`src/rtl/fc_pkg.sv`:
```
package fc_pkg;

    typedef enum logic {
        TXG_RUN,
        TXG_HALT
    } txg_state_e;

    typedef enum logic {
        RXT_OPEN,
        RXT_THROTTLED
    } rxt_state_e;

    typedef enum logic {
        RTS_ON,
        RTS_OFF
    } rts_state_e;

    typedef enum logic [1:0] {
        INS_IDLE,
        INS_PEND_XON,
        INS_PEND_XOFF
    } ins_state_e;

    typedef enum logic {
        IRQ_IDLE,
        IRQ_RAISED
    } irq_state_e;

    localparam int MODE_AUTO_TX_BIT = 0;
    localparam int MODE_AUTO_RX_BIT = 1;

endpackage

```
`src/rtl/fc_char_match.sv`:
```
module fc_char_match
    import fc_pkg::*;
#(
    parameter int DATA_W = 8
) (
    input  logic              clk,
    input  logic              rst_n,
    input  logic              rx_valid,
    input  logic [DATA_W-1:0] rx_char,
    input  logic [DATA_W-1:0] xon_code,
    input  logic [DATA_W-1:0] xoff_code,
    input  logic              transparent,
    input  logic              irq_en,
    input  logic              stat_rd,
    output logic              hit_xon,
    output logic              hit_xoff,
    output logic              rx_push,
    output logic              flow_irq
);

    irq_state_e irq_q, irq_d;
    logic       is_flow;

    // Xoff wins when both codes are programmed to the same value
    always_comb begin
        hit_xoff = rx_valid && (rx_char == xoff_code);
        hit_xon  = rx_valid && (rx_char == xon_code) && (rx_char != xoff_code);
        is_flow  = hit_xon || hit_xoff;
        rx_push  = rx_valid && (transparent || !is_flow);
    end

    always_ff @(posedge clk or negedge rst_n) begin
        if (!rst_n) irq_q <= IRQ_IDLE;
        else        irq_q <= irq_d;
    end

    always_comb begin
        irq_d = irq_q;
        unique case (irq_q)
            IRQ_IDLE:   if (is_flow && irq_en) irq_d = IRQ_RAISED;
            IRQ_RAISED: if (!(is_flow && irq_en) && stat_rd) irq_d = IRQ_IDLE;
            default:    irq_d = IRQ_IDLE;
        endcase
    end

    assign flow_irq = (irq_q == IRQ_RAISED);

endmodule

```
`src/rtl/fc_tx_gate.sv`:
```
module fc_tx_gate
    import fc_pkg::*;
(
    input  logic clk,
    input  logic rst_n,
    input  logic auto_tx,
    input  logic hit_xon,
    input  logic hit_xoff,
    output logic tx_gate
);

    txg_state_e st_q, st_d;

    always_ff @(posedge clk or negedge rst_n) begin
        if (!rst_n) st_q <= TXG_RUN;
        else        st_q <= st_d;
    end

    always_comb begin
        st_d = st_q;
        unique case (st_q)
            TXG_RUN:  if (auto_tx && hit_xoff) st_d = TXG_HALT;
            TXG_HALT: if (!auto_tx || hit_xon) st_d = TXG_RUN;
            default:  st_d = TXG_RUN;
        endcase
    end

    assign tx_gate = (st_q == TXG_RUN) || !auto_tx;

endmodule

```
`src/rtl/fc_rx_watch.sv`:
```
module fc_rx_watch
    import fc_pkg::*;
#(
    parameter int LVL_W    = 5,
    parameter int HI_MARK  = 12,
    parameter int LO_MARK  = 8,
    parameter int RTS_MARK = 12
) (
    input  logic             clk,
    input  logic             rst_n,
    input  logic             auto_rx,
    input  logic             rts_auto,
    input  logic             rx_start,
    input  logic [LVL_W-1:0] rx_level,
    output logic             req_xon,
    output logic             req_xoff,
    output logic             rts_n
);

    rxt_state_e thr_q, thr_d;
    rts_state_e rts_q, rts_d;
    int         lvl;

    assign lvl = int'(rx_level);

    always_ff @(posedge clk or negedge rst_n) begin
        if (!rst_n) begin
            thr_q <= RXT_OPEN;
            rts_q <= RTS_ON;
        end else begin
            thr_q <= thr_d;
            rts_q <= rts_d;
        end
    end

    // Throttle machine: Mealy request pulses on the transitions
    always_comb begin
        thr_d    = thr_q;
        req_xon  = 1'b0;
        req_xoff = 1'b0;
        unique case (thr_q)
            RXT_OPEN: begin
                if (auto_rx && lvl >= HI_MARK) begin
                    thr_d    = RXT_THROTTLED;
                    req_xoff = 1'b1;
                end
            end
            RXT_THROTTLED: begin
                if (!auto_rx) begin
                    thr_d = RXT_OPEN;
                end else if (lvl <= LO_MARK) begin
                    thr_d   = RXT_OPEN;
                    req_xon = 1'b1;
                end
            end
            default: thr_d = RXT_OPEN;
        endcase
    end

    always_comb begin
        rts_d = rts_q;
        unique case (rts_q)
            RTS_ON:  if (rts_auto && rx_start && lvl >= RTS_MARK) rts_d = RTS_OFF;
            RTS_OFF: if (!rts_auto || lvl < RTS_MARK) rts_d = RTS_ON;
            default: rts_d = RTS_ON;
        endcase
    end

    assign rts_n = (rts_q == RTS_OFF);

endmodule

```
`src/rtl/fc_tx_insert.sv`:
```
module fc_tx_insert
    import fc_pkg::*;
(
    input  logic clk,
    input  logic rst_n,
    input  logic req_xon,
    input  logic req_xoff,
    input  logic char_boundary,
    input  logic txq_valid,
    input  logic tx_gate,
    output logic ins_xon_grant,
    output logic ins_xoff_grant,
    output logic tx_pop
);

    ins_state_e st_q, st_d;

    always_ff @(posedge clk or negedge rst_n) begin
        if (!rst_n) st_q <= INS_IDLE;
        else        st_q <= st_d;
    end

    // A granted request returns to idle; a fresh request overrides it
    always_comb begin
        st_d = st_q;
        unique case (st_q)
            INS_IDLE:      st_d = INS_IDLE;
            INS_PEND_XON:  if (char_boundary) st_d = INS_IDLE;
            INS_PEND_XOFF: if (char_boundary) st_d = INS_IDLE;
            default:       st_d = INS_IDLE;
        endcase
        if (req_xoff)     st_d = INS_PEND_XOFF;
        else if (req_xon) st_d = INS_PEND_XON;
    end

    always_comb begin
        ins_xon_grant  = 1'b0;
        ins_xoff_grant = 1'b0;
        tx_pop         = 1'b0;
        unique case (st_q)
            INS_PEND_XOFF: ins_xoff_grant = char_boundary;
            INS_PEND_XON:  ins_xon_grant  = char_boundary;
            INS_IDLE:      tx_pop = char_boundary && txq_valid && tx_gate;
            default:       tx_pop = 1'b0;
        endcase
    end

endmodule

```
`src/rtl/inband_flow_ctrl.sv`:
```
module inband_flow_ctrl
    import fc_pkg::*;
#(
    parameter int DATA_W     = 8,
    parameter int FIFO_DEPTH = 16,
    localparam int LVL_W     = $clog2(FIFO_DEPTH + 1),
    localparam int XOFF_MARK = (FIFO_DEPTH * 3) / 4,
    localparam int XON_MARK  = FIFO_DEPTH / 2,
    localparam int RTS_MARK  = (FIFO_DEPTH * 3) / 4
) (
    input  logic              clk,
    input  logic              rst_n,
    input  logic              rx_valid,
    input  logic [DATA_W-1:0] rx_char,
    input  logic              rx_start,
    input  logic [LVL_W-1:0]  rx_level,
    input  logic [DATA_W-1:0] xon_code,
    input  logic [DATA_W-1:0] xoff_code,
    input  logic [1:0]        flow_mode,
    input  logic              transparent,
    input  logic              rts_auto,
    input  logic              irq_en,
    input  logic              stat_rd,
    input  logic              host_xon_cmd,
    input  logic              host_xoff_cmd,
    input  logic              char_boundary,
    input  logic              txq_valid,
    output logic              rx_push,
    output logic              tx_gate,
    output logic              ins_xon_grant,
    output logic              ins_xoff_grant,
    output logic              tx_pop,
    output logic              rts_n,
    output logic              flow_irq
);

    logic hit_xon, hit_xoff;
    logic thr_xon, thr_xoff;
    logic req_xon, req_xoff;
    logic host_mode;

    assign host_mode = (flow_mode == 2'b00);
    assign req_xon   = host_mode ? host_xon_cmd  : thr_xon;
    assign req_xoff  = host_mode ? host_xoff_cmd : thr_xoff;

    fc_char_match #(.DATA_W(DATA_W)) u_match (
        .clk         (clk),
        .rst_n       (rst_n),
        .rx_valid    (rx_valid),
        .rx_char     (rx_char),
        .xon_code    (xon_code),
        .xoff_code   (xoff_code),
        .transparent (transparent),
        .irq_en      (irq_en),
        .stat_rd     (stat_rd),
        .hit_xon     (hit_xon),
        .hit_xoff    (hit_xoff),
        .rx_push     (rx_push),
        .flow_irq    (flow_irq)
    );

    fc_tx_gate u_gate (
        .clk      (clk),
        .rst_n    (rst_n),
        .auto_tx  (flow_mode[MODE_AUTO_TX_BIT]),
        .hit_xon  (hit_xon),
        .hit_xoff (hit_xoff),
        .tx_gate  (tx_gate)
    );

    fc_rx_watch #(
        .LVL_W    (LVL_W),
        .HI_MARK  (XOFF_MARK),
        .LO_MARK  (XON_MARK),
        .RTS_MARK (RTS_MARK)
    ) u_watch (
        .clk      (clk),
        .rst_n    (rst_n),
        .auto_rx  (flow_mode[MODE_AUTO_RX_BIT]),
        .rts_auto (rts_auto),
        .rx_start (rx_start),
        .rx_level (rx_level),
        .req_xon  (thr_xon),
        .req_xoff (thr_xoff),
        .rts_n    (rts_n)
    );

    fc_tx_insert u_ins (
        .clk            (clk),
        .rst_n          (rst_n),
        .req_xon        (req_xon),
        .req_xoff       (req_xoff),
        .char_boundary  (char_boundary),
        .txq_valid      (txq_valid),
        .tx_gate        (tx_gate),
        .ins_xon_grant  (ins_xon_grant),
        .ins_xoff_grant (ins_xoff_grant),
        .tx_pop         (tx_pop)
    );

endmodule

```
`config.mk`:
```
export PLATFORM = sky130hd
export DESIGN_NAME = inband_flow_ctrl
export DESIGN_NICKNAME = d
export VERILOG_FILES = /design/src/rtl/fc_pkg.sv /design/src/rtl/fc_char_match.sv /design/src/rtl/fc_tx_gate.sv /design/src/rtl/fc_rx_watch.sv /design/src/rtl/fc_tx_insert.sv /design/src/rtl/inband_flow_ctrl.sv
export SDC_FILE = /design/constraint.sdc
export NUM_CORES = 1
export LEC_CHECK = 0
export BUFFER_PORTS_ARGS = -buffer_cell sky130_fd_sc_hd__buf_2
export CORE_MARGIN = 1.5
export CORE_UTILIZATION = 25
export DETAILED_ROUTE_END_ITERATION = 8
export PLACE_DENSITY = 0.7
export SETUP_SLACK_MARGIN = 0.02
export SYNTH_ARGS = -nofsm -noshare
export SYNTH_HDL_FRONTEND = slang
export SYNTH_SLANG_ARGS = --single-unit
```
`constraint.sdc`:
```
create_clock -name clk -period 1 [get_ports clk]
set_input_delay 0.1 -clock clk [delete_from_list [all_inputs] [get_ports clk]]
set_output_delay 0.1 -clock clk [all_outputs]
set_load 0.03 [all_outputs]
```
# Word-level counts from Yosys, hierarchy flattened

Index checks and enable logic that the tools add are counted.

Output and inout bits: 7
Input port bits: 43
Bits in registers: 6

Mux-type cells: 26
Reduce and logical (&&, ||, !) cells: 24
Bitwise logic cells: 4
$lt $le $gt $ge: 3
Equal/unequal tests: 6

Operator list:

| cell                                                               | number |
|---|---|
| 2-to-1 mux 1 bit                                                   | 18 |
| == test 8 bit                                                      | 2 |
| logical AND 1 bit                                                  | 12 |
| 2-to-1 mux 2 bit                                                   | 4 |
| != test 8 bit                                                      | 1 |
| one-hot mux 1 bit (2 select lines)                                 | 4 |
| greater-or-equal comparator 5 x 4 -> 1 bit (second input constant) | 1 |
| <= comparator 5 x 4 -> 1 bit (second input constant)               | 1 |
| logical OR 1 bit                                                   | 5 |
| < comparator 5 x 4 -> 1 bit (second input constant)                | 1 |
| zero test 1 bit                                                    | 4 |
| zero test 2 bit                                                    | 2 |
| != test 4 x 1 -> 1 bit (second input constant)                     | 1 |
| inverter 1 bit                                                     | 4 |
| == test 2 x 1 -> 1 bit (second input constant)                     | 1 |
| == test 2 bit (second input constant)                              | 1 |
| OR reduction 2 bit                                                 | 1 |

# Logic depth before layout (Yosys ltp)

Gate-level depths: netlist (run 1).

Depth in word-level cells: 9
Depth in mapped cells: 5
Mapped depth without buffers: 5

# By module

From an unflattened synthesis (run 1), not the netlist that was laid out.

Cell total of the unflattened synthesis: 70
Area, all modules: 618.1 um^2

Modules (own cells, without submodules):

| module           | cells each | area each (um^2) | instances | seq. area each (um^2) |
|---|---|---|---|---|
| fc_char_match    | 36         | 279.0            | 1         | 25.0 |
| fc_tx_insert     | 15         | 150.1            | 1         | 50.0 |
| fc_rx_watch      | 11         | 100.1            | 1         | 50.0 |
| fc_tx_gate       | 5          | 60.1             | 1         | 25.0 |
| inband_flow_ctrl | 3          | 28.8             | 1         | 0.0 |

# Least setup slack after synthesis (run 1)

OpenSTA, ideal clock, no wires.

Kind: input -> output
Start: input rx_char[2]
End: output rx_push
Arrival: 1.273 ns
Cell stages on the path: 4
Path slack: -0.373 ns
Cells stage by stage: xor2_1 nor4_1 and2_2 o31ai_1

Word-level cells in the longest chain between the ends: 7
Elaborated cells between the ends (all ways): 10
Those cells by class: eq/ne (3); reduce/logical (7)

Ends and longest elaborated chain:

| item                            | RTL line               | RTL |
|---|---|---|
| start: declaration              | inband_flow_ctrl.sv:14 | `input logic [DATA_W-1:0] rx_char,` |
| == test 8 bit                   | fc_char_match.sv:27    | `hit_xon = rx_valid && (rx_char == xon_code) && (rx_char != xoff_code);` |
| logical AND 1 bit (2 in series) | fc_char_match.sv:27    |  |
| logical OR 1 bit (*)            | fc_char_match.sv:28    | `is_flow = hit_xon \|\| hit_xoff;` |
| zero test 1 bit (*)             | fc_char_match.sv:29    | `rx_push = rx_valid && (transparent \|\| !is_flow);` |
| logical OR 1 bit (*)            | fc_char_match.sv:29    |  |
| logical AND 1 bit (*)           | fc_char_match.sv:29    |  |
| end: declaration                | inband_flow_ctrl.sv:28 | `output logic rx_push,` |

Mark *: on every way between the ends. The rest lies on a longest branch, timed or not.

# Worst setup path after layout (run 1)

Start: register u_ins.st_q[1]
End: output ins_xon_grant

Word-level cells in the longest chain between the ends: 2

Ends and longest elaborated chain:

| item                     | RTL line               | RTL |
|---|---|---|
| start: declaration       | fc_tx_insert.sv:16     | `ins_state_e st_q, st_d;` |
| start signal: assignment | fc_tx_insert.sv:20     | `else st_q <= st_d;` |
| == test 2 x 1 -> 1 bit   | fc_tx_insert.sv:40     | `unique case (st_q)` |
| 2-to-1 mux 1 bit         | fc_tx_insert.sv:40     |  |
| end: declaration         | inband_flow_ctrl.sv:30 | `output logic ins_xon_grant,` |

Every way passes these cells.

==> results of run 1 <==
==> power by group through the flow <==
stage	sequential, W	combinational, W	clock (W)
after floorplan	0.000274	0.000146	0
after global placement	0.000267	0.000317	0
after detailed placement	0.000268	0.000323	0
after CTS	0.000266	0.000394	0.000253
after global routing	0.000268	0.000515	0.000271
final	0.000266	0.000474	0.000246
==> final cells by class <==
cell class	count	area (µm²)
Fill cell	166	747
Multi-Input combinational cell	51	586
Timing Repair Buffer	61	443
Sequential cell	6	151
Tap cell	27	33.8
Clock buffer	4	26.3
Inverter	4	15.0
==> logic make-up (layout without fill, tap and decap cells) <==
| group | after synthesis | after routing |
|---|---|---|
| DFF | 6 | 6 |
| adders and majority gates | 3 | 3 |
| buffers and inverters | 4 | 69 |
| and+or+nand+nor | 20 | 20 |
| xor gates and xnor gates | 16 | 16 |
| AOI/OAI and AO/OA | 12 | 12 |
==> worst max-delay path: cells and delay by family (launching register included) <==
kind / cells / cell delay, ns
adders and majority gates: 1 / 0.14
and+or+nand+nor: 1 / 0.13
buffers and inverters: 3 / 0.30
DFF: 1 / 0.37
==> metal layers <==
layer  routed length, µm  GRT usage (%)
met4                  53           4.17
met5                   0              0
met2                1140           28.0
met1                 716           15.8
met3                  92           5.76
==> cells in the final DEF (no fill, tap or decap), drive strengths merged, types with 2 or more instances in the layout <==
master and instances:
xnor2 7, and2 3, and4 2, nor4 3, nor2b 3, ha 3
o21ai 2, a21oi 3, inv 4, clkbuf 4, nand2 5, buf 60
dfrtp 6, xor2 9
==> path summary, 6_finish.rpt <==
check	to	slack, ns	start
max	ins_xon_grant	-0.29	u_ins.st_q[1]$_DFFE_PN0P_
max reg2reg	u_ins.st_q[1]$_DFFE_PN0P_	-0.09	u_ins.st_q[1]$_DFFE_PN0P_
min	u_match.flow_irq$_DFF_PN0_	0.08	irq_en
max in group asynchronous	u_match.flow_irq$_DFF_PN0_	0.64	rst_n
min in group asynchronous	u_match.flow_irq$_DFF_PN0_	0.20	rst_n
min reg2reg	u_watch.rts_n$_DFF_PN0_	0.52	u_watch.rts_n$_DFF_PN0_
==> repair_timing <==
| item | CTS | global route |
|---|---|---|
| resized for setup | 26 | 31 |
| setup buffers | 4 | 2 |
| endpoints found under the hold margin | 6 | 0 |
| pin swaps | 9 | 15 |
| setup endpoints to repair | 8 | 9 |
| hold buffers | 1 | 0 |
==> stage by stage <==
stage          hold WS (ns)  total power (W)
6_report             0.0844         0.000987
4_1_cts              0.0694         0.000913
3_5_place_dp        -0.0691         0.000591
5_1_grt              0.0771          0.00105
2_1_floorplan        -0.196         0.000420
3_3_place_gp        -0.0704         0.000585
==> sequential cells by signal, indices dropped and copies added (netlist names) <==
name	count
u_watch.rts_n	1
u_match.flow_irq	1
u_ins.st_q	2
u_watch.thr_q	1
u_gate.st_q	1
==> metrics.md, run 1 <==
| Metric | Value |
|---|---|
| Slowest cell delay on critical path | 0.37 ns |
| Setup Skew | just under 0.009 ns |
| FF+latch count, synth | 6 |
| Worst Tran Pin Value | 0.395 ns |
| Switching Share | 31.8% |
| Syn Area/Cell | roughly 9 µm² |
| GRT overflow | 0 |
| 1st-pass router iterations | 4 |
| Area of the die | 2460 µm² |
| ANT cells | 0 |
| Vias per cell | 4.46 |
| Net count, final | ~170 |
| Antenna-violating nets left | 0 |
| H-tree levels | 1 |
| Die width | between 40 and 50 µm |
| Seq/Total Area, Yosys | ~28% |
| Fmax | approximately 780 MHz |
| Nature of the critical path startpoint | register |
| Sequential Power Share | around 27% |
| Min-Delay Path Class | in2reg |
| EDFF count, synth | 0 |
| LEAKAGE | about 0.59 nW |
| CP cell instances | inv_2 -> buf_6 -> ha_4 -> and2_4 -> buf_6 |
| CTS tree | built |
| Clock share of power | 25.0% |
| Most common cell in the netlist | xor2_1 |
| Failing checks | negative setup slack |
| FFs w/ async S/R, synth | between 90% and 100% |
| Post-DP Area | ~930 µm² |
| Largest net degree at the start of global routing | 7 |
| Slew HR | approximately 74% |
| RSZ-0062 raised after global routing | yes |
| R2R cell count | 4 |
| Core area | 2000 µm² |
| Final-report max-slew violation count | 0 |
| Maximum VDD drop | around 0.0007 V |
| Initial Utilization | between 20 and 30% |
| Cell Count, Final, Fillers Out | 153 |
| Initial antenna violation count | 0 |
| Worst EP required | roughly 0.9 ns |
| Mapped Cells | between 60 and 70 |
| HPWL Detailed | 1370 µm |
| Tot GR Track Use | between 10% and 20% |
| Area contributors post-synth | dfrtp_1 (28%), xor2_1 (15%), xnor2_1 (11%), ha_1 (6.9%), nand2_1 (3.5%) |
| Setup ws final | -0.286 ns |
| DRT iter0 DRCs | 4 |
| Longest Clk Path Bufs | 2 |
| Per-cell routed wire length | between 10 and 15 µm |
| Compound-gate portion of the synthesized area | between 10% and 20% |
| Post-synth top cells | xor2_1 (9), xnor2_1 (7), dfrtp_1 (6) |
| Reg clk slew, reported paths | about 0.05 ns |
| Status | complete, but fails checks |
| NetSw | around 0.00031 W |
| Post-Synth XOR/XNOR Area | 25.9% |
| First-pass GRT wire length | roughly 2800 µm |
| Clock sink total | 6 |
| Slowest-stage cell, CP | dfrtp_1 |
| Cell Int Power | 0.000673 W |
| Sum Neg Setup Slack | -1.23 ns |
| Worst slack, placed | -0.335 ns |
| RePlAce Congestion | 0.746 |
| CP Capture Type | output pin |
| I/O Buffers | 49 |
| Mux share of post-synthesis cell area | 0% |
| Area growth syn-to-layout | 132% |
| Share of the synthesized area in the top cell type | 27.7% |
| Tcrit/Tclk final | 129% |
| Main synth FF type | dfrtp_1 |
| Simple-Gate Fraction of Synth Area | a little over a fifth |
| Mapped Nets | about 110 |
| Final hold vios | 0 |
| Main combinational cell family by area after synthesis | XOR/XNOR gates |
| Final core occ | between 60 and 70% |
| Final Cell Area | between 1000 and 1500 µm² |
| Hold Path Cell Cnt | 2 |
| CP Class | reg2out |
| Cts bufs inserted | 3 |
| Maxcap violations | 0 |
| Area share of fa/ha/maj cells after synthesis | 6.93% |
| Synth warn | 0 |
| Final setup fails | 8 |
| Root Driver | clkbuf_4 |
| Vias in the first global route | approximately 700 |
| DRC | 0 |
| Clk_lat worst skew | roughly 0.25 ns |
| Post-Syn Area | about 540 µm² |
| Synth unique cells | 24 |
| Layout cells sized above 1 | around three quarters |
| Total number of vias | just under 700 |
| CP Max Fanout | 2 |
| I/O pins | 50 |
| Cell Pwr Density | roughly 790 nW/µm² |
| Die H | a little under 50 µm |
| Most used cell, CP | buf_6 |
| # placed instances | between 100 and 150 |
| Comb pwr share | between 40% and 50% |
| Row cnt | 16 |
| Synth area leader | dfrtp_1 |
| Post-layout min period | roughly 1.3 ns |
| DRT Wirelength | approximately 2000 µm |
| WP data arrival | between 1 and 1.5 ns |
Note: power is estimated with default switching activity, not from simulation.
==> run 2: changes to the inputs <==
--- a/config.mk
+++ b/config.mk
@@ -14,3 +14,4 @@
 export SYNTH_ARGS = -nofsm -noshare
 export SYNTH_HDL_FRONTEND = slang
 export SYNTH_SLANG_ARGS = --single-unit
+export TNS_END_PERCENT = 30
==> metrics.md, run 2 (synthesized netlist as in run 1, its figures left out) <==
| Metric | Value |
|---|---|
| Cts bufs inserted | 3 (unchanged) |
| Maximum VDD drop | 0.000786 V (+13%) |
| Row cnt | 16 (unchanged) |
| CTS tree | built |
| Largest net degree at the start of global routing | 7 (unchanged) |
| R2R cell count | 4 (unchanged) |
| Final hold vios | 0 (unchanged) |
| End of the critical path | ins_xon_grant |
| Reg clk slew, reported paths | 0.05 ns (about the same) |
| Post-layout min period | 1.29 ns (+0.00637 ns) |
| Antenna-violating nets left | 0 (unchanged) |
| WP data arrival | 1.19 ns (about the same) |
| DRC | 0 (unchanged) |
| Layout cells sized above 1 | 65.4% (-8.5 points) |
| Status | complete, but fails checks |
| CP Class | reg2out |
| Fmax | 774 MHz (-0.49%) |
| Worst Tran Pin Value | 0.387 ns (-0.00823 ns) |
| Sum Neg Setup Slack | -1.26 ns (-0.0318 ns) |
| Final Cell Area | 1070 µm² (-15%) |
| Initial antenna violation count | 0 (unchanged) |
| Core area | 2000 µm² (unchanged) |
| First-pass GRT wire length | 2970 µm (+5.9%) |
| Largest register by flop count | u_ins.st_q |
| Commonest non-fill, non-tap cell in the layout | buf_2 |
| Final-report max-slew violation count | 0 (unchanged) |
| GRT overflow | 0 (unchanged) |
| Flop-to-flop setup slack | -0.10 ns (about the same) |
| Vias per cell | 4.49 (+0.66%) |
| Slew HR | 74.1% (+0.55 points) |
| Setup Skew | 0.00117 ns (-0.00749 ns) |
| Reg-to-reg critical path startpoint | u_ins.st_q[0]$_DFFE_PN0P_ |
| H-tree levels | 1 (unchanged) |
| Initial Utilization | 27.1% (unchanged) |
| Net count, final | 175 (+1.2%) |
| Die width | 49.6 µm (unchanged) |
| Worst r2r dst | u_ins.st_q[1]$_DFFE_PN0P_ |
| RSZ-0062 raised after global routing | yes |
| DRT iter0 DRCs | 7 (+3) |
| Min-Delay Path Class | in2reg |
| Per-cell routed wire length | 11.3 µm (-14%) |
| DRT Wirelength | 1740 µm (-13%) |
| Area of the die | 2460 µm² (unchanged) |
| Maxcap violations | 0 (unchanged) |
| HPWL Detailed | 1440 µm (+5.4%) |
| Die H | 49.6 µm (unchanged) |
| Area growth syn-to-layout | 97.7% |
| Setup ws final | -0.293 ns (-0.00637 ns) |
| Max FFs per register | 2 (unchanged) |
| ANT cells | 0 (unchanged) |
| Cell Count, Final, Fillers Out | 154 (+0.65%) |
| Crit. Startpoint | u_ins.st_q[1]$_DFFE_PN0P_ |
| Worst EP required | 0.90 ns (about the same) |
| I/O pins | 50 (unchanged) |
| LEAKAGE | 0.535 nW (-8.8%) |
| I/O Buffers | 49 (unchanged) |
| Pwr Total | 0.000885 W (-10%) |
| Total number of vias | 692 (+1.3%) |
| Final setup fails | 7 (-1) |
| Post-DP Area | 932 µm² (+0.27%) |
| Tot GR Track Use | 15.8% (+0.65 points) |
| RePlAce Congestion | 0.732 (-1.8%) |
| CP Max Fanout | 2 (unchanged) |
| Nature of the critical path startpoint | register |
| Most frequent cells in the layout | buf_2 (44), buf_4 (11), xor2_1 (9), xnor2_1 (7), buf_6 (7) |
| Vias in the first global route | 771 (+11%) |
| Tcrit/Tclk final | 129% (+0.64 points) |
| Longest Clk Path Bufs | 2 (unchanged) |
| Hold Slack | 0.0842 ns (-0.000234 ns) |
| Clock sink total | 6 (unchanged) |
| 1st-pass router iterations | 3 (-1) |
| Clk_lat worst skew | 0.24 ns (about the same) |
| Cell Pwr Density | 826 nW/µm² (+5.1%) |
| Failing checks | negative setup slack |
| CP Capture Type | output pin |
| Root Driver | clkbuf_4 |
| # placed instances | 148 (+0.68%) |
run 2: cell types whose count changed in the layout (fill, tap and decap cells not counted), moves of 3 or more:
cell / delta
xor2_1: +7
buf_6: -9
xor2_2: -5
xnor2_2: -3
xnor2_1: +3
buf_2: +10
run 2: area by class of cell:
type | instances | area (µm²)
Timing Repair Buffer | 63 | 392
Sequential cell | 6 | 150
Tap cell | 27 | 33.8
Fill cell | 202 | 931
Multi-Input combinational cell | 51 | 458
Clock buffer | 3 | 22.5
Inverter | 4 | 15.0
run 2: per-layer routing:
layer  global-route usage (%)  vias to the layer above  share of wire, %
met2                     28.9                       17                55
met1                     16.4                      326                40
li1                         -                      347                 -
met3                     5.76                        2               3.7
met5                        0                        -                 0
met4                     5.56                        0              0.92
run 2: where the power goes:
group          switching, W  total (W)  internal, W
clock network     0.0000851   0.000221     0.000136
registers         0.0000102   0.000267     0.000257
logic              0.000177   0.000397     0.000220
run 2: worst min path at each step:
stage | startpoint | end | slack (ns) | cells past startpoint
floorplan | rst_n | u_gate.st_q$_DFF_PN0_ | -0.20 | 0
global placement | rst_n | u_match.flow_irq$_DFF_PN0_ | -0.07 | 1
detailed placement | rst_n | u_match.flow_irq$_DFF_PN0_ | -0.07 | 1
CTS | irq_en | u_match.flow_irq$_DFF_PN0_ | 0.07 | 2
global route | irq_en | u_match.flow_irq$_DFF_PN0_ | 0.07 | 2
finish | irq_en | u_match.flow_irq$_DFF_PN0_ | 0.08 | 2
run 2: worst max-delay path, stage by stage, from the launching register on:
cell and delay, ns:
dfrtp_1 0.37, inv_2 0.07, buf_6 0.12, ha_4 0.14, and2_4 0.13, buf_6 0.13
run 2: per-stage QoR:
stage               setup WS, ns  util, %
finish                    -0.293     53.5
floorplan                -0.0921        -
CTS                       -0.293     53.2
detailed placement        -0.317     46.6
global placement          -0.267     46.6
global route              -0.347     53.5
run 2: what timing repair did:
item | 4_1_cts | 5_1_grt
endpoints found under the setup margin | 8 | 9
buffers inserted | 2 | 0
hold buffers | 1 | 0
pin swaps | 6 | 0
hold endpoints to repair | 6 | 0
gates resized for setup | 24 | 2
==> run 3: changes to the inputs <==
--- a/config.mk
+++ b/config.mk
@@ -5,11 +5,12 @@
 export SDC_FILE = /design/constraint.sdc
 export NUM_CORES = 1
 export LEC_CHECK = 0
+export ABC_AREA = 1
 export BUFFER_PORTS_ARGS = -buffer_cell sky130_fd_sc_hd__buf_2
 export CORE_MARGIN = 1.5
 export CORE_UTILIZATION = 25
 export DETAILED_ROUTE_END_ITERATION = 8
-export PLACE_DENSITY = 0.7
+export PLACE_DENSITY = 0.65
 export SETUP_SLACK_MARGIN = 0.02
 export SYNTH_ARGS = -nofsm -noshare
 export SYNTH_HDL_FRONTEND = slang
==> metrics.md, run 3 <==
| Metric | Value |
|---|---|
| FFs w/ async S/R, synth | 100% (unchanged) |
| Main synth FF type | dfrtp_1 |
| GRT overflow | 0 (unchanged) |
| Fillers | 308 (+52%) |
| FF+latch count, synth | 6 (unchanged) |
| First-pass GRT wire length | 3090 µm (+4.2%) |
| Min-Delay Path Class | in2reg |
| Die H | 56.1 µm (+13%) |
| Post-synth top cells | nand2_1 (47), inv_1 (31), nor2_1 (10) |
| Compound-gate portion of the synthesized area | 8.87% (-6.4 points) |
| CP cell instances | inv_2 -> ha_4 -> nand3_4 -> a21oi_4 -> buf_6 |
| Synth warn | 0 (unchanged) |
| Post-Syn Area | 706 µm² (+30%) |
| End of the critical path | tx_pop |
| Share of the synthesized area in the top cell type | 25.0% (-2.7 points) |
| CP Max Fanout | 2 (unchanged) |
| CTS tree | built |
| Status | complete, but fails checks |
| Largest register by flop count | u_ins.st_q |
| Final hold vios | 0 (unchanged) |
| Cell Pwr Density | 739 nW/µm² (-11%) |
| WP depth | 5 (unchanged) |
| Nature of the critical path startpoint | register |
| Most common cell in the netlist | nand2_1 |
| Seq/Total Area, Yosys | 21.3% (-6.4 points) |
| Clock share of power | 23.4% (-1.5 points) |
| Failing checks | negative setup slack |
| NetSw | 0.000302 W (+11%) |
| Maximum VDD drop | 0.000471 V (-40%) |
| Cts bufs inserted | 3 (unchanged) |
| Area of the die | 3150 µm² (+28%) |
| DRT Wirelength | 1770 µm (+1.6%) |
| Family with the most delay on the worst path | flip-flops |
| HPWL Detailed | 1480 µm (+2.7%) |
| Sequential Area | 150 µm² (unchanged) |
| Longest Clk Path Bufs | 2 (unchanged) |
| Switching Share | 33.0% (+2.3 points) |
| Reg-to-reg critical path startpoint | u_ins.st_q[0]$_DFFE_PN0P_ |
| ANT cells | 0 (unchanged) |
| LEAKAGE | 0.750 nW (+40%) |
| Syn Area/Cell | 5.47 µm² (-38%) |
| WP data arrival | 1.18 ns (about the same) |
| Mapped Cells | 129 (+110%) |
| Tot GR Track Use | 12.4% (-3.5 points) |
| Per-cell routed wire length | 7.88 µm (-30%) |
| Fmax | 780 MHz (+0.86%) |
| Worst EP required | 0.90 ns (about the same) |
| Area contributors post-synth | nand2_1 (25%), dfrtp_1 (21%), inv_1 (16%), xnor2_1 (7.4%), nand3_1 (5.7%) |
| Row cnt | 19 (+3) |
| Root Driver | clkbuf_4 |
| Simple-Gate Fraction of Synth Area | 39.5% (+18 points) |
| Core area | 2710 µm² (+35%) |
| DRT iter0 DRCs | 21 (+14) |
| Crit. Startpoint | u_ins.st_q[0]$_DFFE_PN0P_ |
| Maxcap violations | 0 (unchanged) |
| Cell Int Power | 0.000612 W (-0.23%) |
| Largest net degree at the start of global routing | 7 (unchanged) |
| Worst r2r dst | u_ins.st_q[0]$_DFFE_PN0P_ |
| I/O Buffers | 49 (unchanged) |
| Pwr Total | 0.000913 W (+3.2%) |
| Clock sink total | 6 (unchanged) |
| Worst slack, placed | -0.115 ns (+0.202 ns) |
| Most frequent cells in the layout | nand2_1 (46), buf_2 (44), inv_1 (28), nor2_1 (10), buf_4 (10) |
| Main combinational cell family by area after synthesis | simple AND/OR/NAND/NOR gates |
| Area share of fa/ha/maj cells after synthesis | 5.32% (-1.6 points) |
| Area growth syn-to-layout | 75.2% |
| 1st-pass router iterations | 4 (+1) |
| Synth area leader | nand2_1 |
| Layout cells sized above 1 | 43.0% (-22 points) |
| Cell Count, Final, Fillers Out | 224 (+45%) |
| Die width | 56.1 µm (+13%) |
| Initial Utilization | 26.0% (-1.0 points) |
| Final setup fails | 5 (-2) |
| Vias in the first global route | 858 (+11%) |
| I/O pins | 50 (unchanged) |
| Tcrit/Tclk final | 128% (-1.1 points) |
| Final-report max-slew violation count | 0 (unchanged) |
| Setup Skew | 0.00272 ns (+0.00154 ns) |
| Worst Tran Pin Value | 0.243 ns (-0.144 ns) |
| Setup ws final | -0.282 ns (+0.0110 ns) |
| Mux share of post-synthesis cell area | 0% (unchanged) |
| RePlAce Congestion | 0.750 (+2.3%) |
| Post-Synth XOR/XNOR Area | 7.45% (-18 points) |
| Vias per cell | 4.09 (-9.0%) |
| Initial antenna violation count | 0 (unchanged) |
| Sequential Power Share | 29.2% (-1.0 points) |
| Post-DP Area | 1090 µm² (+17%) |
| Final core occ | 45.6% (-7.9 points) |
| Synth unique cells | 15 (-38%) |
| Flop-to-flop setup slack | -0.04 ns (+0.06 ns) |
| Commonest non-fill, non-tap cell in the layout | nand2_1 |
| CP Capture Type | output pin |
| Slowest cell delay on critical path | 0.38 ns (about the same) |
| Slowest-stage cell, CP | dfrtp_1 |
| EDFF count, synth | 0 (unchanged) |
| Post-layout min period | 1.28 ns (-0.0110 ns) |
| Slew HR | 83.8% (+9.7 points) |
| Clk_lat worst skew | 0.24 ns (about the same) |
| Final Cell Area | 1240 µm² (+15%) |
| Max FFs per register | 2 (unchanged) |
| Total number of vias | 916 (+32%) |
| R2R cell count | 6 (+2) |
| H-tree levels | 1 (unchanged) |
| DRC | 0 (unchanged) |
| Mapped Nets | 175 (+64%) |
| Buf/Inv on CP | 2 (-1) |
| Net count, final | 241 (+38%) |
| Antenna-violating nets left | 0 (unchanged) |
| Reg clk slew, reported paths | 0.04 ns (about the same) |
| RSZ-0062 raised after global routing | yes |
| # placed instances | 220 (+49%) |
| Comb pwr share | 47.4% (+2.6 points) |
| Multi-input gate area | 528 µm² (+15%) |
| CP Class | reg2out |
==> run 3: cells by family (layout without fill, tap and decap cells) <==
logic type / count (synthesis) / count (layout)
xor gates and xnor gates: 6 / 6
adders and majority gates: 3 / 3
AOI/OAI and AO/OA: 12 / 12
buffers and inverters: 33 / 97
and+or+nand+nor: 69 / 69
DFF: 6 / 6
==> run 3: metal layers <==
| metal | global-route usage, % | vias up | part of all wire [%] |
|---|---|---|---|
| met4 | 5.10 | 0 | 0.85 |
| met3 | 2.79 | 2 | 4.2 |
| met5 | 0 | - | 0 |
| met1 | 13.8 | 378 | 44 |
| li1 | - | 512 | - |
| met2 | 22.4 | 24 | 51 |
==> run 3: power by group through the flow <==
stage                     Sequential, W  Clock (W)  Combinational, W
after floorplan                0.000274          0          0.000177
after global placement         0.000268          0          0.000361
after detailed placement       0.000269          0          0.000363
after CTS                      0.000267   0.000231          0.000422
after global routing           0.000269   0.000245          0.000491
final                          0.000266   0.000214          0.000433
==> run 3: final cells by class <==
| type | count | area share (%) |
|---|---|---|
| Multi-Input combinational cell | 90 | 42.7 |
| Tap cell | 31 | 3.14 |
| Clock buffer | 3 | 1.82 |
| Timing Repair Buffer | 61 | 30.2 |
| Inverter | 33 | 10.0 |
| Sequential cell | 6 | 12.1 |
==> run 3: what timing repair did <==
action                                  CTS  global route
hold buffers                              1             0
setup buffers                             0             0
gates resized for setup                  24             5
endpoints found under the setup margin    7             7
endpoints found under the hold margin     6             0
pin swaps                                 6             3
cloned                                    0             0
==> run 3: worst min-delay path: cells and delay by family <==
kind                   cells  cell delay (ns)
buffers and inverters      1             0.07
and+or+nand+nor            2             0.08
==> run 3: how the worst min path moves through the flow <==
stage	from	to	slack (ns)	depth (start not counted)
floorplan	rst_n	u_gate.st_q$_DFF_PN0_	-0.20	0
global placement	rst_n	u_ins.st_q[1]$_DFFE_PN0P_	-0.07	1
detailed placement	rst_n	u_ins.st_q[0]$_DFFE_PN0P_	-0.07	1
CTS	irq_en	u_match.flow_irq$_DFF_PN0_	0.04	3
global route	irq_en	u_match.flow_irq$_DFF_PN0_	0.06	3
finish	irq_en	u_match.flow_irq$_DFF_PN0_	0.05	3
==> run 3: metrics by stage <==
stage / TNS [ns] / hold slack [ns]
global placement: -0.445 / -0.0699
detailed placement: -0.517 / -0.0695
finish: -0.872 / 0.0532
floorplan: -0.0705 / -0.196
CTS: -0.886 / 0.0411
global route: -1.35 / 0.0566
